[config.mk]
export PLATFORM = sky130hd
export DESIGN_NAME = rf_slot_sequencer
export DESIGN_NICKNAME = d
export VERILOG_FILES = /design/src/rtl/rfseq_pkg.sv /design/src/rtl/rfseq_us_tick.sv /design/src/rtl/rfseq_slot_clock.sv /design/src/rtl/rfseq_serial_tx.sv /design/src/rtl/rf_slot_sequencer.sv
export SDC_FILE = /design/constraint.sdc
export NUM_CORES = 1
export LEC_CHECK = 0
export CORE_ASPECT_RATIO = 1.5
export CORE_MARGIN = 4
export CORE_UTILIZATION = 61
export DETAILED_ROUTE_END_ITERATION = 8
export PLACE_DENSITY = 0.86
export SYNTH_ARGS = -nofsm -noshare
export SYNTH_HDL_FRONTEND = slang
export SYNTH_SLANG_ARGS = --single-unit
[constraint.sdc]
create_clock -name clk -period 6 [get_ports clk]
set_input_delay 1.2 -clock clk [delete_from_list [all_inputs] [get_ports clk]]
set_output_delay 1.2 -clock clk [all_outputs]
set_load 0.03 [all_outputs]
[src/rtl/rfseq_pkg.sv]
`timescale 1ns/1ps
package rfseq_pkg;
  typedef enum logic [2:0] {
    ST_OFF,
    ST_LEAD,
    ST_PROG,
    ST_SETTLE,
    ST_WAITRDY,
    ST_DATA
  } seq_state_t;

  typedef enum logic [1:0] {
    SH_IDLE,
    SH_LO,
    SH_HI,
    SH_STB
  } shift_state_t;
endpackage

[src/rtl/rfseq_us_tick.sv]
`timescale 1ns/1ps
module rfseq_us_tick #(
  parameter int CLK_PER_US = 125
) (
  input  logic clk,
  input  logic rst,
  output logic tick
);
  localparam int CW = (CLK_PER_US > 1) ? $clog2(CLK_PER_US) : 1;

  generate
    if (CLK_PER_US == 1) begin : g_pass
      assign tick = 1'b1;
    end else begin : g_div
      localparam logic [CW-1:0] LAST = CW'(CLK_PER_US - 1);
      logic [CW-1:0] div_q;
      always_ff @(posedge clk) begin
        if (rst) begin
          div_q <= '0;
        end else if (div_q == LAST) begin
          div_q <= '0;
        end else begin
          div_q <= div_q + CW'(1);
        end
      end
      assign tick = (div_q == LAST);
    end
  endgenerate
endmodule

[src/rtl/rfseq_slot_clock.sv]
`timescale 1ns/1ps
module rfseq_slot_clock #(
  parameter int SLOT_US = 10000
) (
  input  logic clk,
  input  logic rst,
  input  logic tick,
  output logic slot_p
);
  localparam int UW = (SLOT_US > 1) ? $clog2(SLOT_US) : 1;
  localparam logic [UW-1:0] LAST = UW'(SLOT_US - 1);

  logic [UW-1:0] us_q;

  always_ff @(posedge clk) begin
    if (rst) begin
      us_q   <= '0;
      slot_p <= 1'b0;
    end else begin
      slot_p <= tick && (us_q == LAST);
      if (tick) begin
        us_q <= (us_q == LAST) ? '0 : us_q + UW'(1);
      end
    end
  end
endmodule

[src/rtl/rfseq_serial_tx.sv]
`timescale 1ns/1ps
module rfseq_serial_tx
  import rfseq_pkg::*;
#(
  parameter int W        = 16,
  parameter int HALF_CYC = 63,
  localparam int NBW     = $clog2(W + 1)
) (
  input  logic           clk,
  input  logic           rst,
  input  logic           start,
  input  logic [W-1:0]   word,
  input  logic [NBW-1:0] nbits,
  output logic           sdat,
  output logic           sclk,
  output logic           sstb,
  output logic           done
);
  localparam int HW = $clog2(HALF_CYC + 1);
  localparam logic [HW-1:0] H_M1 = HW'(HALF_CYC - 1);

  shift_state_t   ph;
  logic [W-1:0]   sh;
  logic [NBW-1:0] left;
  logic [HW-1:0]  hcnt;

  always_ff @(posedge clk) begin
    if (rst) begin
      ph   <= SH_IDLE;
      sh   <= '0;
      left <= '0;
      hcnt <= '0;
      sdat <= 1'b0;
      sclk <= 1'b0;
      sstb <= 1'b0;
      done <= 1'b0;
    end else begin
      done <= 1'b0;
      unique case (ph)
        SH_IDLE: begin
          if (start) begin
            sdat <= word[W-1];
            sh   <= {word[W-2:0], 1'b0};
            left <= nbits - NBW'(1);
            hcnt <= H_M1;
            sclk <= 1'b0;
            ph   <= SH_LO;
          end
        end
        SH_LO: begin
          if (hcnt == '0) begin
            hcnt <= H_M1;
            sclk <= 1'b1;
            ph   <= SH_HI;
          end else begin
            hcnt <= hcnt - HW'(1);
          end
        end
        SH_HI: begin
          if (hcnt == '0) begin
            hcnt <= H_M1;
            sclk <= 1'b0;
            if (left == '0) begin
              sdat <= 1'b0;
              sstb <= 1'b1;
              ph   <= SH_STB;
            end else begin
              left <= left - NBW'(1);
              sdat <= sh[W-1];
              sh   <= {sh[W-2:0], 1'b0};
              ph   <= SH_LO;
            end
          end else begin
            hcnt <= hcnt - HW'(1);
          end
        end
        SH_STB: begin
          if (hcnt == '0) begin
            sstb <= 1'b0;
            done <= 1'b1;
            ph   <= SH_IDLE;
          end else begin
            hcnt <= hcnt - HW'(1);
          end
        end
        default: ph <= SH_IDLE;
      endcase
    end
  end
endmodule

[src/rtl/rf_slot_sequencer.sv]
`timescale 1ns/1ps
module rf_slot_sequencer
  import rfseq_pkg::*;
#(
  parameter int CLK_PER_US    = 125,
  parameter int SLOT_US       = 10000,
  parameter int LEAD_US       = 40,
  parameter int TX_SETTLE_US  = 200,
  parameter int RX_SETTLE_US  = 150,
  parameter int READY_US      = 395,
  parameter int HALF_CYC      = 63,
  parameter int CFG_W         = 16,
  parameter int RX_SHORT_BITS = 8,
  parameter int ACT_W         = 12
) (
  input  logic             clk,
  input  logic             rst,
  input  logic             mode_tx,
  input  logic             rclk_mode,
  input  logic [CFG_W-1:0] tx_word,
  input  logic [CFG_W-1:0] rx_word,
  input  logic [ACT_W-1:0] data_us,
  output logic             reg_en,
  output logic             trx_sel,
  output logic             sdat,
  output logic             sclk,
  output logic             sstb,
  output logic             tx_on,
  output logic             rx_on,
  output logic             burst_rdy
);
  localparam int NBW       = $clog2(CFG_W + 1);
  localparam int LEAD_CYC  = LEAD_US * CLK_PER_US;
  localparam int TXS_CYC   = TX_SETTLE_US * CLK_PER_US;
  localparam int RXS_CYC   = RX_SETTLE_US * CLK_PER_US;
  localparam int RDY_CYC   = READY_US * CLK_PER_US;
  localparam int BURST_MAX = RDY_CYC + ((2 ** ACT_W) - 1) * CLK_PER_US;
  localparam int BW        = $clog2(BURST_MAX + 1);

  localparam logic [BW-1:0] LEAD_M1 = BW'(LEAD_CYC - 1);
  localparam logic [BW-1:0] TXS_M1  = BW'(TXS_CYC - 1);
  localparam logic [BW-1:0] RXS_M1  = BW'(RXS_CYC - 1);
  localparam logic [BW-1:0] RDY_M1  = BW'(RDY_CYC - 1);

  logic             tick;
  logic             slot_p;
  logic             par;
  seq_state_t       st;
  logic [BW-1:0]    cnt;
  logic [BW-1:0]    bcnt;
  logic             dir_tx;
  logic             short_q;
  logic [ACT_W-1:0] act_q;
  logic             ser_start;
  logic             ser_done;
  logic [CFG_W-1:0] ser_word;
  logic [NBW-1:0]   ser_nbits;

  rfseq_us_tick #(.CLK_PER_US(CLK_PER_US)) u_tick (
    .clk  (clk),
    .rst  (rst),
    .tick (tick)
  );

  rfseq_slot_clock #(.SLOT_US(SLOT_US)) u_slot (
    .clk    (clk),
    .rst    (rst),
    .tick   (tick),
    .slot_p (slot_p)
  );

  assign ser_start = (st == ST_LEAD) && (cnt == '0);
  assign ser_word  = dir_tx ? tx_word : rx_word;
  assign ser_nbits = (!dir_tx && short_q) ? NBW'(RX_SHORT_BITS) : NBW'(CFG_W);

  rfseq_serial_tx #(.W(CFG_W), .HALF_CYC(HALF_CYC)) u_ser (
    .clk   (clk),
    .rst   (rst),
    .start (ser_start),
    .word  (ser_word),
    .nbits (ser_nbits),
    .sdat  (sdat),
    .sclk  (sclk),
    .sstb  (sstb),
    .done  (ser_done)
  );

  always_ff @(posedge clk) begin
    if (rst) begin
      st        <= ST_OFF;
      par       <= 1'b0;
      cnt       <= '0;
      bcnt      <= '0;
      dir_tx    <= 1'b0;
      short_q   <= 1'b0;
      act_q     <= '0;
      reg_en    <= 1'b0;
      trx_sel   <= 1'b0;
      tx_on     <= 1'b0;
      rx_on     <= 1'b0;
      burst_rdy <= 1'b0;
    end else begin
      burst_rdy <= 1'b0;
      if (slot_p) begin
        par <= ~par;
      end
      if (st != ST_OFF) begin
        bcnt <= bcnt + BW'(1);
      end
      unique case (st)
        ST_OFF: begin
          if (slot_p) begin
            st      <= ST_LEAD;
            dir_tx  <= mode_tx ^ par;
            trx_sel <= mode_tx ^ par;
            reg_en  <= 1'b1;
            short_q <= rclk_mode;
            act_q   <= (data_us == '0) ? ACT_W'(1) : data_us;
            cnt     <= LEAD_M1;
            bcnt    <= '0;
          end
        end
        ST_LEAD: begin
          if (cnt == '0) begin
            st <= ST_PROG;
          end else begin
            cnt <= cnt - BW'(1);
          end
        end
        ST_PROG: begin
          if (ser_done) begin
            st  <= ST_SETTLE;
            cnt <= dir_tx ? TXS_M1 : RXS_M1;
          end
        end
        ST_SETTLE: begin
          if (cnt == '0) begin
            st    <= ST_WAITRDY;
            tx_on <= dir_tx;
            rx_on <= ~dir_tx;
          end else begin
            cnt <= cnt - BW'(1);
          end
        end
        ST_WAITRDY: begin
          if (bcnt >= RDY_M1) begin
            st        <= ST_DATA;
            burst_rdy <= 1'b1;
            cnt       <= BW'(act_q) * BW'(CLK_PER_US) - BW'(1);
          end
        end
        ST_DATA: begin
          if (cnt == '0) begin
            st      <= ST_OFF;
            reg_en  <= 1'b0;
            trx_sel <= 1'b0;
            tx_on   <= 1'b0;
            rx_on   <= 1'b0;
          end else begin
            cnt <= cnt - BW'(1);
          end
        end
        default: st <= ST_OFF;
      endcase
    end
  end
endmodule

==> flow_metrics.py, run 1 <==
metrics = {
    "outcome": {
        "status": "finished, final reports clean",
    },
    "routing": {
        "vias": 7564,
        "totalWireLength_mm": 20.1,
        "first_pass_iters": 8,
        "drt_iter0_drc": 603,
        "postRouteAntennaNets": 0,
        "wl_per_cell_um": 16.0,
        "vias_per_cell": 6.00,
        "route.detailed.drc": 0,
    },
    "setup_path": {
        "r2r-start": "act_q[4]",
        "arrival_ns": 5.18,
        "crit_family": "adder cells",
        "slowest_stage": "fa_1",
        "cpPeakStageDelay_ns": 0.56,
        "critical_path.max_fanout": 5,
        "critical_path_class": "flip-flop to flip-flop",
        "path_buf_inv": 4,
        "cp-start-kind": "flip-flop",
        "end_kind": "flip-flop",
        "crit_path_start": "act_q[4]",
        "crit_required_ns": 6.33,
        "crit_chain": "inv_1 > fa_1 > inv_1 > fa_1 > fa_1 > inv_1 > fa_1 > inv_1 > ha_1 > a21oi_1 > nor2_1 > a211oi_1 > a41o_1 > o21ai_0 > mux2i_1 > a211o_1",
    },
    "clock_network": {
        "ctsHoldBuffers": 0,
        "cts_max_level": 4,
        "tritoncts": "done",
        "cts_buffers": 17,
        "clk_latency_ns": 0.43,
        "clk_pin_slew_ns": 0.06,
        "cts_setup_buffers": 0,
        "cts_buffer_depth": 2,
        "cts_root_buf": "clkbuf_16",
        "clock-sinks": 117,
        "cts_resized": 0,
    },
    "global_route": {
        "grt_pass1_vias": 7524,
        "antenna_found_initial": 0,
        "grt_overflow": 0,
        "grt_first_pass_wirelength_mm": 34.3,
        "grt_max_degree": 78,
        "grt_util_all_layers_pct": 25.7,
    },
    "synthesis": {
        "synth_cell_types": 69,
        "synthesis.nets": 1198,
        "synth-edff-count": 0,
        "synth_top_area_cell": "dfxtp_1",
        "ys_seq_area_share_pct": 27.6,
        "synth_warnings": 0,
        "ys_ff_latch": 117,
        "ys_async_sr_fraction_pct": 0,
        "synthTopCellsByArea": "dfxtp_1, ha_1, fa_1",
        "synthCells": 1041,
        "yosys.area.top_type_share_pct": 27.6,
        "avgSynthCellArea_um2": 8.15,
        "synth_area_um2": 8480,
        "synth_flop_cell": "dfxtp_1",
    },
    "placement": {
        "place_congestion": 0.957,
        "placed_area_um2": 9110,
        "port_buffers": 55,
        "hpwlAfterDp_mm": 14.4,
    },
    "floorplanning": {
        "fp.dieH_um": 152,
        "fp.dieW_um": 104,
        "rows": 52,
        "pin_count": 56,
        "die_area_um2": 15900,
        "core_um2": 13500,
        "start_util_pct": 62.7,
    },
    "sta": {
        "clock.fmax_mhz": 206,
        "post-route-min-period_ns": 4.85,
        "drv_slew": 0,
        "setup_viol": 0,
        "clock_skew_ns": 0.0109,
        "setup_tns_ns": 0,
        "rsz0062_at_grt": "false",
        "tightest_slew_ns": 1.23,
        "hold_violations": 0,
        "slew_headroom_pct": 17.2,
        "period_share_pct": 80.9,
    },
    "finish": {
        "final_area_um2": 9670,
        "n_antenna_cell": 0,
        "drive_gt1_share_pct": 5.92,
        "area_delta_synth_final_pct": 14.0,
        "final_net_count": 1242,
    },
    "power_and_ir_drop": {
        "p_per_area_nw_per_um2": 234,
        "p_leak_uw": 0.00386,
        "ir_drop_mv": 0.318,
    },
    "hold_path": {
        "hold_class": "flip-flop to flip-flop",
        "min_from": "u_tick.g_div.div_q[0]",
    },
    "job": {
        "cap_violations": 0,
    },
}
==> per-layer routing <==
layer  part of all wire (%)  GRT usage (%)
met3                    5.3           5.17
met4                    3.8           12.1
met1                     37           27.4
met2                     54           48.0
met5                      0              0
==> worst paths after layout <==
kind	end	slack, ns	cells after the start
max reg2reg	cnt[19]	1.15	16
min reg2reg	u_tick.g_div.div_q[0]	0.47	1
max	cnt[19]	1.15	16
min	u_tick.g_div.div_q[0]	0.47	1
==> cell usage after synthesis (all sizes together) (5+ instances only) <==
cell type and instances:
inv 123, dfxtp 117, nor2 107, nand2 92, o21ai 80, a21oi 76
ha 69, fa 40, mux2i 36, nand3 36, clkbuf 24, nor3 22
xnor2 22, or3 17, xor2 17, nor4 15, nand4 13, buf 11
a21o 9, nand2b 9, a211oi 8, a31oi 6, and2 6, mux2 6
nor2b 6, o211ai 6, or2 6, a22oi 5, o21a 5
==> state kept, by name, summed over array words and instances (netlist names), 2 cells and up <==
register	cells
u_ser.left	5
act_q	12
bcnt	20
u_ser.ph	2
st	3
u_ser.sh	15
u_tick.g_div.div_q	7
u_slot.us_q	14
cnt	20
u_ser.hcnt	6
==> kinds of logic (layout without fill, tap and decap cells) <==
group	after synthesis	in the layout	synth area share, %
buf+inv	158	215	7.33
fa+ha+maj	109	109	19.6
xor+xnor	39	39	4.03
mux	42	42	5.05
simple gates	346	346	19.8
compound gates	230	230	16.5
flops	117	117	27.6
==> where the power goes <==
part,internal [uW],total (uW),switching [uW]
clock,547,978,431
sequential,834,876,42.1
combinational,174,409,235
total,1550,2260,709
==> placed cells by master, fill, tap and decap left out, types with 35 or more instances in the layout <==
cell type | synthesis | final
clkdlybuf4s50_1 | 0 | 54
mux2i_1 | 36 | 36
o21ai_0 | 76 | 76
fa_1 | 40 | 40
a21oi_1 | 75 | 75
nor2_1 | 107 | 107
dfxtp_1 | 117 | 117
nand2_1 | 92 | 92
inv_1 | 122 | 122
ha_1 | 69 | 69
nand3_1 | 35 | 35
==> worst register-to-register path: stages, from the launching register on <==
cell	delay, ns
dfxtp_1	0.38
inv_1	0.15
fa_1	0.55
inv_1	0.05
fa_1	0.48
fa_1	0.55
inv_1	0.06
fa_1	0.56
inv_1	0.05
ha_1	0.33
a21oi_1	0.18
nor2_1	0.06
a211oi_1	0.43
a41o_1	0.32
o21ai_0	0.18
mux2i_1	0.16
a211o_1	0.29
==> final cells by class <==
type                            instances  area, um2
Fill cell                            1060       3860
Sequential cell                       117       2340
Timing Repair Buffer                   60        583
Inverter                              123        462
Clock inverter                         15        134
Clock buffer                           17        425
Tap cell                              162        203
Multi-Input combinational cell        766       5520
==> through the flow <==
| stage | hold slack, ns | setup slack (ns) | total power (uW) | util (%) | cells |
|---|---|---|---|---|---|
| detailed placement | 0.460 | 1.16 | 1300 | 67.3 | 1228 |
| floorplan | 0.430 | 1.54 | 1210 | - | 1041 |
| CTS | 0.478 | 1.14 | 2270 | 71.5 | 1260 |
| global placement | 0.442 | 1.27 | 1280 | 67.3 | 1228 |
| finish | 0.469 | 1.15 | 2260 | 71.5 | 1260 |
| global route | 0.499 | 0.852 | 2360 | 71.5 | 1260 |
Note: power is estimated with default switching activity, not from simulation.
==> run 2, diff against run 1 <==
==> constraint.sdc (replaced) <==
create_clock -name clk -period 4.7 [get_ports clk]
set_input_delay 0.94 -clock clk [delete_from_list [all_inputs] [get_ports clk]]
set_output_delay 0.94 -clock clk [all_outputs]
set_load 0.03 [all_outputs]
==> run 2 against run 1 <==
Global-route usage is 0.55 points lower; die area stayed put; core utilization is 1.1 points higher; flip-flop and latch count stayed put; final area is 1.5% higher; final cell count is 1.1% higher; routed wire length is 2.9% lower; sequential power is 28% higher; critical path depth is 1 higher; combinational power is 28% higher; worst setup slack worse by 0.95 ns.
==> flow_metrics.py, run 2 (same netlist as run 1, synthesis figures left out) <==
metrics = {
    "setup_path": {
        "end_kind": "flip-flop",
        "r2r-end": "cnt[19]",
        "worst-r2r-setup-slack_ns": 0.19,
        "cp-start-kind": "flip-flop",
        "critical_path_class": "flip-flop to flip-flop",
        "critical_path.max_fanout": 5,
        "reg2regPathDepth": 17,
        "r2r-start": "act_q[4]",
        "arrival_ns": 4.82,
        "crit_required_ns": 5.01,
    },
    "clock_network": {
        "tritoncts": "done",
        "cts_root_buf": "clkbuf_16",
        "clk_latency_ns": 0.42,
        "cts_buffers": 17,
        "cts_buffer_depth": 2,
        "cts_max_level": 4,
        "ctsHoldBuffers": 0,
        "clk_pin_slew_ns": 0.06,
        "clock-sinks": 117,
    },
    "hold_path": {
        "min_from": "u_tick.g_div.div_q[0]",
        "min_to": "u_tick.g_div.div_q[0]",
        "min_delay_path_depth": 1,
        "hold_class": "flip-flop to flip-flop",
    },
    "global_route": {
        "grt_pass1_vias": 7557,
        "grt_util_all_layers_pct": 25.2,
        "grt_first_pass_wirelength_mm": 33.3,
        "antenna_found_initial": 0,
        "grt_max_degree": 78,
        "grt_overflow": 0,
    },
    "power_and_ir_drop": {
        "p_per_area_nw_per_um2": 294,
        "p_leak_uw": 0.00392,
        "p_total_uw": 2890,
        "ir_drop_mv": 0.336,
    },
    "sta": {
        "clock.fmax_mhz": 222,
        "post-route-min-period_ns": 4.51,
        "clock_skew_ns": 0.00673,
        "rsz0062_at_grt": "false",
        "tightest_slew_ns": 1.16,
        "hold_violations": 0,
        "period_share_pct": 95.9,
        "slew_headroom_pct": 22.6,
        "drv_slew": 0,
        "setup_ws_ns": 0.193,
        "setup_tns_ns": 0,
        "setup_viol": 0,
    },
    "finish": {
        "final_common_cell": "dfxtp_1",
        "multi_input_area_um2": 5560,
        "regArea_um2": 2340,
        "final_net_count": 1257,
        "drive_gt1_share_pct": 8.18,
        "mostFrequentLayoutCells": "dfxtp_1, inv_1, nor2_1, nand2_1",
        "largestRegisters": "bcnt x20, cnt x20, u_ser.sh x15",
        "area_delta_synth_final_pct": 15.8,
        "n_antenna_cell": 0,
        "nFillCells": 995,
    },
    "floorplanning": {
        "fp.dieW_um": 104,
        "rows": 52,
        "die_area_um2": 15900,
        "pin_count": 56,
        "core_um2": 13500,
        "fp.dieH_um": 152,
        "start_util_pct": 62.7,
    },
    "routing": {
        "vias": 7484,
        "postRouteAntennaNets": 0,
        "first_pass_iters": 6,
        "wl_per_cell_um": 15.4,
        "route.detailed.drc": 0,
        "totalWireLength_mm": 19.6,
        "drt_iter0_drc": 456,
        "vias_per_cell": 5.87,
    },
    "outcome": {
        "status": "finished, final reports clean",
    },
    "placement": {
        "hpwlAfterDp_mm": 14.6,
        "place_congestion": 0.884,
        "port_buffers": 55,
        "place_ws_ns": 0.0203,
    },
    "job": {
        "cap_violations": 0,
    },
}
-- run 2: cell types whose count changed in the layout (fill, tap and decap cells not counted), moves of 3 or more --
| cell | delta |
|---|---|
| inv_6 | -7 |
| clkinvlp_4 | +5 |
| buf_4 | +15 |
| inv_1 | -6 |
| inv_8 | -3 |
| inv_2 | +6 |
-- run 2: metrics by stage --
step / util [%] / cells / cell area, um2 / hold slack, ns
2_1_floorplan: - / 1041 / 8480 / 0.430
3_3_place_gp: 68.2 / 1243 / 9220 / 0.440
6_report: 72.5 / 1274 / 9820 / 0.465
5_1_grt: 72.5 / 1274 / 9820 / 0.499
3_5_place_dp: 68.2 / 1243 / 9220 / 0.455
4_1_cts: 72.3 / 1274 / 9780 / 0.468
-- run 2: report_power, final --
| part | total (uW) | leakage [uW] | switching [uW] | internal (uW) |
|---|---|---|---|---|
| combinational | 523 | 0.00272 | 300 | 223 |
| sequential | 1120 | 0.000944 | 55.2 | 1070 |
| clock | 1240 | 0.000257 | 491 | 751 |
-- run 2: worst max-delay path by stage --
stage | from | to | slack [ns] | depth (start not counted)
after floorplan | act_q[4] | cnt[19] | 0.24 | 16
after global placement | act_q[4] | cnt[19] | 0.07 | 17
after detailed placement | act_q[4] | cnt[19] | 0.02 | 17
after CTS | act_q[4] | cnt[19] | 0.05 | 17
after global routing | act_q[4] | cnt[19] | 0.01 | 17
final | act_q[4] | cnt[19] | 0.19 | 17
-- run 2: layout make-up --
cell class	count	area share, %
Multi-Input combinational cell	766	56.6
Sequential cell	117	23.9
Timing Repair Buffer	75	7.09
Inverter	123	4.70
Clock buffer	20	4.65
Tap cell	162	2.06
Clock inverter	11	1.05
-- run 2: metal layers --
layer  share of wire [%]  wire, um  global-route usage [%]
met5                   0         0                       0
met4                 4.2       829                    13.0
met3                 4.0       782                    4.62
met2                  54     10500                    47.4
met1                  38      7410                    26.2
-- run 2: what timing repair did --
item | CTS | global route
pin swaps | 0 | 1
buffers inserted | 0 | 0
endpoints found under the setup margin | 1 | 4
gates resized for setup | 1 | 15
-- run 2: critical path, cell delays in order, from the launching register on --
cell      delay, ns
dfxtp_1        0.38
inv_2          0.09
fa_1           0.53
inv_1          0.05
fa_1           0.47
fa_1           0.54
inv_1          0.05
fa_1           0.54
inv_1          0.05
ha_1           0.34
a21oi_2        0.17
nor2_1         0.05
a211oi_1       0.21
buf_4          0.16
a41o_4         0.24
o21ai_2        0.08
mux2i_1        0.13
a211o_1        0.29
